$ cat src/rtl/invq_pkg.sv
package invq_pkg;
  localparam int IDX_W   = 15;  // index occupies register bits 18:4
  localparam int IDX_LSB = 4;   // one step is one 16-byte command
  localparam int CMD_W   = 128;
  localparam logic [3:0] TYPE_CACHE = 4'h4;
  localparam logic [3:0] TYPE_WAIT  = 4'h5;

  typedef struct packed {
    logic        is_cache;
    logic        is_wait;
    logic        irq;
    logic        store;
    logic [31:0] sdata;
    logic [63:0] saddr;
  } cmd_t;

  typedef enum logic [2:0] {S_IDLE, S_REQ, S_RSP, S_EXEC, S_WR} walk_t;

  function automatic logic [IDX_W-1:0] idx_mask(input logic [2:0] qs, input int order);
    int bits;
    bits = order + int'(qs);
    if (bits > IDX_W) bits = IDX_W;
    return IDX_W'((32'd1 << bits) - 32'd1);
  endfunction
endpackage

$ cat src/rtl/invq_regs.sv
module invq_regs
  import invq_pkg::*;
#(
  parameter int ADDR_W      = 48,
  parameter int ENTRY_ORDER = 8
) (
  input  logic             clk,
  input  logic             rst_n,
  input  logic             qa_we,
  input  logic [63:0]      qa_wdata,
  input  logic             tail_we,
  input  logic [31:0]      tail_wdata,
  output logic [63:0]      qa_q,
  output logic [IDX_W-1:0] tail_idx,
  output logic [IDX_W-1:0] mask
);
  localparam logic [63:0] QA_RSVD  = 64'h0000_0000_0000_0FF8;
  localparam logic [63:0] QA_HIGH  = ~((64'd1 << ADDR_W) - 64'd1);
  localparam logic [31:0] TAIL_OK  = 32'h0007_FFF0;

  logic             qa_bad, tail_bad;
  logic [IDX_W-1:0] tail_new;

  assign mask     = idx_mask(qa_q[2:0], ENTRY_ORDER);
  assign qa_bad   = |(qa_wdata & (QA_RSVD | QA_HIGH));
  assign tail_new = tail_wdata[IDX_LSB +: IDX_W];
  assign tail_bad = (|(tail_wdata & ~TAIL_OK)) || (|(tail_new & ~mask));

  always_ff @(posedge clk) begin
    if (!rst_n) begin
      qa_q     <= '0;
      tail_idx <= '0;
    end else begin
      if (qa_we && !qa_bad)     qa_q     <= qa_wdata;
      if (tail_we && !tail_bad) tail_idx <= tail_new;
    end
  end
endmodule

$ cat src/rtl/invq_decode.sv
module invq_decode
  import invq_pkg::*;
(
  input  logic [CMD_W-1:0] raw,
  output cmd_t             cmd
);
  logic unused_bits;
  assign unused_bits = ^raw[31:6];

  always_comb begin
    cmd.is_cache = (raw[3:0] == TYPE_CACHE);
    cmd.is_wait  = (raw[3:0] == TYPE_WAIT);
    cmd.irq      = raw[4];
    cmd.store    = raw[5];
    cmd.sdata    = raw[63:32];
    cmd.saddr    = raw[127:64] & ~64'h3;
  end
endmodule

$ cat src/rtl/invq_walker.sv
module invq_walker
  import invq_pkg::*;
#(
  parameter int ADDR_W = 48
) (
  input  logic              clk,
  input  logic              rst_n,
  input  logic [ADDR_W-1:0] base,
  input  logic [IDX_W-1:0]  mask,
  input  logic [IDX_W-1:0]  tail_idx,
  input  logic              err_clr,
  output logic [IDX_W-1:0]  head_idx,
  output logic              qerr,
  output logic              busy,
  output logic              rd_req_valid,
  input  logic              rd_req_ready,
  output logic [ADDR_W-1:0] rd_req_addr,
  input  logic              rd_rsp_valid,
  output logic              rd_rsp_ready,
  input  logic [CMD_W-1:0]  rd_rsp_data,
  output logic              wr_valid,
  input  logic              wr_ready,
  output logic [ADDR_W-1:0] wr_addr,
  output logic [31:0]       wr_data,
  output logic              wait_done
);
  walk_t            st;
  cmd_t             cmd_d, cmd_q;
  logic [IDX_W-1:0] next_idx;
  logic             unused_hi;

  invq_decode u_dec (.raw(rd_rsp_data), .cmd(cmd_d));

  assign next_idx     = (head_idx + 1'b1) & mask;
  assign busy         = (st != S_IDLE);
  assign rd_req_valid = (st == S_REQ);
  assign rd_req_addr  = base + ADDR_W'({head_idx, 4'b0000});
  assign rd_rsp_ready = (st == S_RSP);
  assign wr_valid     = (st == S_WR);
  assign wr_addr      = cmd_q.saddr[ADDR_W-1:0];
  assign wr_data      = cmd_q.sdata;
  assign unused_hi    = ^cmd_q.saddr[63:ADDR_W];

  always_ff @(posedge clk) begin
    if (!rst_n) begin
      st        <= S_IDLE;
      head_idx  <= '0;
      qerr      <= 1'b0;
      wait_done <= 1'b0;
      cmd_q     <= '0;
    end else begin
      wait_done <= 1'b0;
      if (err_clr) qerr <= 1'b0;
      unique case (st)
        S_IDLE: if (!qerr && head_idx != tail_idx) st <= S_REQ;
        S_REQ:  if (rd_req_ready) st <= S_RSP;
        S_RSP:  if (rd_rsp_valid) begin
                  cmd_q <= cmd_d;
                  st    <= S_EXEC;
                end
        S_EXEC: begin
          if (!cmd_q.is_cache && !cmd_q.is_wait) begin
            qerr <= 1'b1;
            st   <= S_IDLE;
          end else if (cmd_q.is_wait && cmd_q.store) begin
            st <= S_WR;
          end else begin
            head_idx  <= next_idx;
            wait_done <= cmd_q.is_wait && cmd_q.irq;
            st        <= S_IDLE;
          end
        end
        S_WR: if (wr_ready) begin
                head_idx  <= next_idx;
                wait_done <= cmd_q.irq;
                st        <= S_IDLE;
              end
        default: st <= S_IDLE;
      endcase
    end
  end
endmodule

$ cat src/rtl/invq_engine.sv
module invq_engine
  import invq_pkg::*;
#(
  parameter int ADDR_W      = 48,
  parameter int ENTRY_ORDER = 8
) (
  input  logic              clk,
  input  logic              rst_n,
  input  logic              qa_we,
  input  logic [63:0]       qa_wdata,
  input  logic              tail_we,
  input  logic [31:0]       tail_wdata,
  input  logic              qerr_clr,
  output logic [63:0]       qa_reg,
  output logic [31:0]       head_reg,
  output logic [31:0]       tail_reg,
  output logic              qerr,
  output logic              busy,
  output logic              rd_req_valid,
  input  logic              rd_req_ready,
  output logic [ADDR_W-1:0] rd_req_addr,
  input  logic              rd_rsp_valid,
  output logic              rd_rsp_ready,
  input  logic [CMD_W-1:0]  rd_rsp_data,
  output logic              wr_valid,
  input  logic              wr_ready,
  output logic [ADDR_W-1:0] wr_addr,
  output logic [31:0]       wr_data,
  output logic              wait_done
);
  localparam int PAD_W = 32 - IDX_W - IDX_LSB;

  logic [IDX_W-1:0]  tail_idx, head_idx, mask;
  logic [ADDR_W-1:0] base;

  invq_regs #(.ADDR_W(ADDR_W), .ENTRY_ORDER(ENTRY_ORDER)) u_regs (
    .clk(clk), .rst_n(rst_n),
    .qa_we(qa_we), .qa_wdata(qa_wdata),
    .tail_we(tail_we), .tail_wdata(tail_wdata),
    .qa_q(qa_reg), .tail_idx(tail_idx), .mask(mask)
  );

  assign base = {qa_reg[ADDR_W-1:12], 12'b0};

  invq_walker #(.ADDR_W(ADDR_W)) u_walk (
    .clk(clk), .rst_n(rst_n),
    .base(base), .mask(mask), .tail_idx(tail_idx), .err_clr(qerr_clr),
    .head_idx(head_idx), .qerr(qerr), .busy(busy),
    .rd_req_valid(rd_req_valid), .rd_req_ready(rd_req_ready), .rd_req_addr(rd_req_addr),
    .rd_rsp_valid(rd_rsp_valid), .rd_rsp_ready(rd_rsp_ready), .rd_rsp_data(rd_rsp_data),
    .wr_valid(wr_valid), .wr_ready(wr_ready), .wr_addr(wr_addr), .wr_data(wr_data),
    .wait_done(wait_done)
  );

  assign head_reg = {{PAD_W{1'b0}}, head_idx, {IDX_LSB{1'b0}}};
  assign tail_reg = {{PAD_W{1'b0}}, tail_idx, {IDX_LSB{1'b0}}};
endmodule

$ cat config.mk
export PLATFORM = sky130hd
export DESIGN_NAME = invq_engine
export DESIGN_NICKNAME = d
export VERILOG_FILES = /design/src/rtl/invq_pkg.sv /design/src/rtl/invq_regs.sv /design/src/rtl/invq_decode.sv /design/src/rtl/invq_walker.sv /design/src/rtl/invq_engine.sv
export SDC_FILE = /design/constraint.sdc
export NUM_CORES = 1
export LEC_CHECK = 0
export CAP_MARGIN = 40
export CORE_AREA = 2 2 191 193
export CTS_CLUSTER_SIZE = 40
export DETAILED_ROUTE_END_ITERATION = 8
export DIE_AREA = 0 0 193 195
export PLACE_DENSITY = 0.7
export SYNTH_ARGS = -nofsm -noshare
export SYNTH_HDL_FRONTEND = slang
export SYNTH_HIERARCHICAL = 1
export SYNTH_SLANG_ARGS = --single-unit
export TNS_END_PERCENT = 1
$ cat constraint.sdc
create_clock -name clk -period 2.9 [get_ports clk]
set_input_delay 0.435 -clock clk [delete_from_list [all_inputs] [get_ports clk]]
set_output_delay 0.435 -clock clk [all_outputs]
set_load 0.005 [all_outputs]
Yosys cells after proc, flatten, opt, wreduce, memory -nomap -nowiden
Cells that the tools add are included.
{ "word_totals": {"register_bits": 181, "romBits": 0, "latch_bits": 0, "output_inout_bits": 262, "wordCells": 74, "ramBits": 0, "memories": 0} }
{ "op_classes": {"n_reduce_logical": 21, "n_eq_ne": 13, "shift": 1, "order_cmp": 1, "div": 0, "bitwise_logic": 3, "n_mul": 0, "mux": 19, "add_sub_neg": 4} }
{ "ops": {"columns": ["cell", "count"], "rows": [
  ["48-bit by 19-bit adder with 48-bit output", 1],
  ["15-bit 2-to-1 mux", 3],
  ["32-bit by 5-bit greater-than comparator with 1-bit output, second input constant", 1],
  ["32-bit 2-to-1 mux", 1],
  ["1-bit by 32-bit << shifter with 15-bit output, first input constant", 1],
  ["15-bit bitwise AND", 2],
  ["15-bit case mux with 2 select lines", 1],
  ["25-bit OR reduction", 1],
  ["3-bit 2-to-1 mux", 6],
  ["17-bit OR reduction", 1],
  ["15-bit by 1-bit adder with 15-bit output, second input constant", 1],
  ["15-bit inequality test", 1],
  ["15-bit NOT", 1],
  ["3-bit case mux with 5 select lines", 1],
  ["15-bit OR reduction", 1],
  ["15-bit by 1-bit subtractor with 15-bit output, second input constant", 1],
  ["4-bit by 3-bit == test with 1-bit output, second input constant", 2],
  ["4-bit AND reduction", 2],
  ["3-bit by 2-bit == test with 1-bit output, second input constant", 2],
  ["1-bit logical AND", 6],
  ["1-bit 2-to-1 mux", 6],
  ["2-bit by 1-bit inequality test with 1-bit output, second input constant", 3],
  ["2-bit inequality test, second input constant", 3],
  ["4-bit by 3-bit adder with 5-bit output, first input constant", 1],
  ["9 further kinds", 13]
]} }

Longest topological paths before layout
{ "depth": {"ltp_word": 11, "mapped_depth": 10, "ltp_nobuf": 9} }

Modules after synthesis
Netlist, hierarchy kept.
{ "by_module_without_submodules": {"columns": ["mod", "cells_each", "area_each_um2", "n_inst"], "rows": [
  ["invq_walker", 790, 6339.8, 1],
  ["invq_regs", 293, 2912.8, 1],
  ["invq_decode", 101, 767.0, 1],
  ["invq_engine", 35, 259.0, 1]
]} }

Worst setup path after synthesis
Ideal clock, no wire load.
{ "synth_path": {"path_type": "register to output", "from": "register u_walk.head_idx[12]", "to": "output rd_req_addr[28]", "stages_incl_launch_ff": 9, "arrival_time_ns": 1.906, "setup_slack_ns": 0.559, "path_buffers": 1, "path_cell_list": "dfxtp_1 > ha_1 > a21oi_1 > a21oi_1 > a311oi_1 > o211ai_1 > buf_6 > nand3_1 > xnor2_1"} }
{ "synth_between": {"elab_chain_cells": 1} }
{ "synth_rtl": {"columns": ["element", "line_no", "text"], "rows": [
  ["start, declared", "invq_walker.sv:12", "output logic [IDX_W-1:0] head_idx,"],
  ["start signal, assigned", "invq_walker.sv:68", "head_idx <= next_idx;"],
  ["start signal, assigned", "invq_walker.sv:74", "head_idx <= next_idx;"],
  ["48-bit by 19-bit adder with 48-bit output", "invq_walker.sv:37", "assign rd_req_addr = base + ADDR_W'({head_idx, 4'b0000});"],
  ["end, declared", "invq_engine.sv:21", "output logic [ADDR_W-1:0] rd_req_addr,"]
]} }
Every way passes these cells.

Final worst setup path
{ "layout_path": {"from": "register u_walk.head_idx[12]", "to": "output rd_req_addr[38]"} }
Same word-level chain as after synthesis.

==> results.yml <==
outcome:
  status: "complete, no violations"
global_routing:
  antenna_found_initial: 0
  grt_max_degree: 90
  grt_usage_pct: 16.6
  grt_pass1_wl_um: 47700
  gr-total-overflow: 0
  grt_pass1_vias: 8860
layout:
  diodes: 0
  fin_nets: 1734
  syn2layout_area_growth_pct: 41.4
  drive_gt1_share_pct: 11.6
  design_area_um2: 14400
  fin_util_pct: 40.6
sta:
  drv_slew: 0
  fin_skew_ps: 10.6
  hold_violations: 0
  fin_crit_sh_pct: 99.8
  slew_headroom_pct: 57.6
  worst_pin_slew_ps: 630
  min_period_ps: 2890
  rsz0062_at_grt: "yes"
  setup-violations-final: 0
  fmax_mhz: 346
critical_path:
  crit_fanout: 7
  r2r-start: "u_regs/qa_q[0]"
  crit_required_ps: 2470
  max_stage_delay_ps: 350
  reg2reg_setup_slack_ps: 310
  r2r_end: "u_regs/tail_idx[6]"
  cp_slowest_cell: "dfxtp_2"
  critPathCapture: "rd_req_addr[38]"
  reg2regPathDepth: 8
  startpoint_type: "register"
  arrival_ps: 2460
  crit_chain: "ha_4 -> a21oi_4 -> a21oi_2 -> a311oi_2 -> o211ai_1 -> buf_4 -> buf_6 -> nand3_1 -> xnor2_1 -> clkdlybuf4s15_1"
  worstSetupPathType: "reg -> out"
  critical_path.startpoint: "u_walk/head_idx[12]"
  endpoint_kind: "output port"
place:
  port_buffers: 411
  place_area_um2: 13700
  place.gp.congestion: 0.904
  dp_hpwl_um: 25100
clocking:
  htree_num_levels: 4
  numCtsBuffers: 17
  path_clk_slew_ps: 70
  cts_sinks: 183
  clkLatencyLatePin_ps: 440
  cts_hold_buf: 0
  clk_path_buf_depth: 2
  cts-root-buf: "clkbuf_16"
  cts_tree: "built"
detailed_routing:
  wl_per_cell_um: 16.7
  final_antenna_net_count: 0
  dr.pass1.iters: 5
  vias: 8921
  drtIter0Drc: 289
  totalWireLength_um: 32600
  routed_via_density: 4.56
  drcViolationCount: 0
hold_path:
  hp-start: "u_walk/wr_addr[16]"
  hold_class: "reg -> reg"
power:
  leakage_uw: 0.00540
  power.density_nw_per_um2: 365
  max-vdd-ir-drop_mv: 0.399
synth:
  avgSynthCellArea_um2: 8.44
  yosys_warnings: 6
  synth_cells: 1203
  synth_area_um2: 10200
floorplan:
  initial_utilization_pct: 28.7
  rows: 69
  die_w_um: 193
  fp.dieH_um: 195
  die-area_um2: 37600
  io_pins: 494
  core_um2: 35400
flow_run:
  drv_cap: 0
-- state kept, by name, indices dropped and copies added, names as in the netlist --
| signal | count |
|---|---|
| u_walk/wait_done | 1 |
| u_regs/tail_idx | 15 |
| u_walk/st | 3 |
| u_walk/head_idx | 15 |
| u_walk/wr_addr | 48 |
| u_walk/cmd_q | 4 |
| u_regs/qa_q | 64 |
| u_walk/qerr | 1 |
| u_walk/wr_data | 32 |
-- power by group --
part | switching (uW) | internal (uW)
clock network | 1060 | 1280
registers | 0.000184 | 2510
logic | 122 | 270
-- final cells by class --
class                   count  area (um^2)
clock buffers              18          429
clock inverters            14          148
fillers                  3487        21000
inverters                  23         86.3
multi-input cells         789         4950
flip-flops and latches    183         3670
well taps                 461          577
repair buffers            470         4500
-- worst max-delay path: cells and delay by family (launching register included) --
kind | cells | cell delay, ps
flops | 1 | 350
simple gates | 1 | 100
fa+ha+maj | 1 | 260
compound gates | 4 | 640
buf+inv | 3 | 530
xor+xnor | 1 | 130
-- stage by stage --
stage / cells / TNS (ps) / hold slack (ps) / total power [uW] / setup slack, ps
after floorplan: 1257 / 0 / 439 / 2790 / 559
after global placement: 1918 / -61.8 / 441 / 2950 / -56.0
after detailed placement: 1920 / -55.0 / 443 / 2960 / -33.9
after CTS: 1956 / -936 / 464 / 5310 / -157
after global routing: 1958 / -1210 / 476 / 5450 / -127
final: 1958 / 0 / 461 / 5240 / 6.05
-- placed cells by master (no fill, tap or decap), drive strengths merged, types with 14 or more instances in the layout --
| cell | count |
|---|---|
| clkdlybuf4s50 | 377 |
| nand2 | 195 |
| dfxtp | 183 |
| a21boi | 92 |
| buf | 79 |
| nor2 | 58 |
| conb | 57 |
| xnor2 | 44 |
| o21ai | 42 |
| mux2i | 40 |
| nand3 | 38 |
| and2 | 30 |
| a21oi | 30 |
| inv | 27 |
| clkbuf | 25 |
| nand4 | 19 |
| and3 | 19 |
| xor2 | 17 |
| ha | 17 |
| nor4 | 14 |
-- worst min path at each step --
stage	cells past startpoint	endpoint	slack, ps
after detailed placement	1	u_regs/qa_q[48]	440
after floorplan	2	u_walk/cmd_q[97]	440
after global routing	1	u_regs/qa_q[3]	480
after global placement	1	u_regs/qa_q[10]	440
after CTS	1	u_regs/qa_q[55]	460
final	2	u_walk/wr_addr[16]	460
-- layer usage --
metal	global-route usage, %	vias to the layer above	share of wire [%]
met5	0	-	0
met4	5.84	0	2.6
met3	7.58	46	11
met2	31.4	407	52
met1	15.4	4128	34
li1	-	4340	-
-- repair_timing --
| action | in CTS | in global routing |
|---|---|---|
| gates cloned | 1 | 0 |
| gates resized for setup | 76 | 69 |
| pin swaps | 12 | 21 |
| buffers inserted | 3 | 2 |
| hold endpoints to repair | 0 | 0 |
| endpoints found under the setup margin | 31 | 32 |
Power figures use the tool's default switching activity.
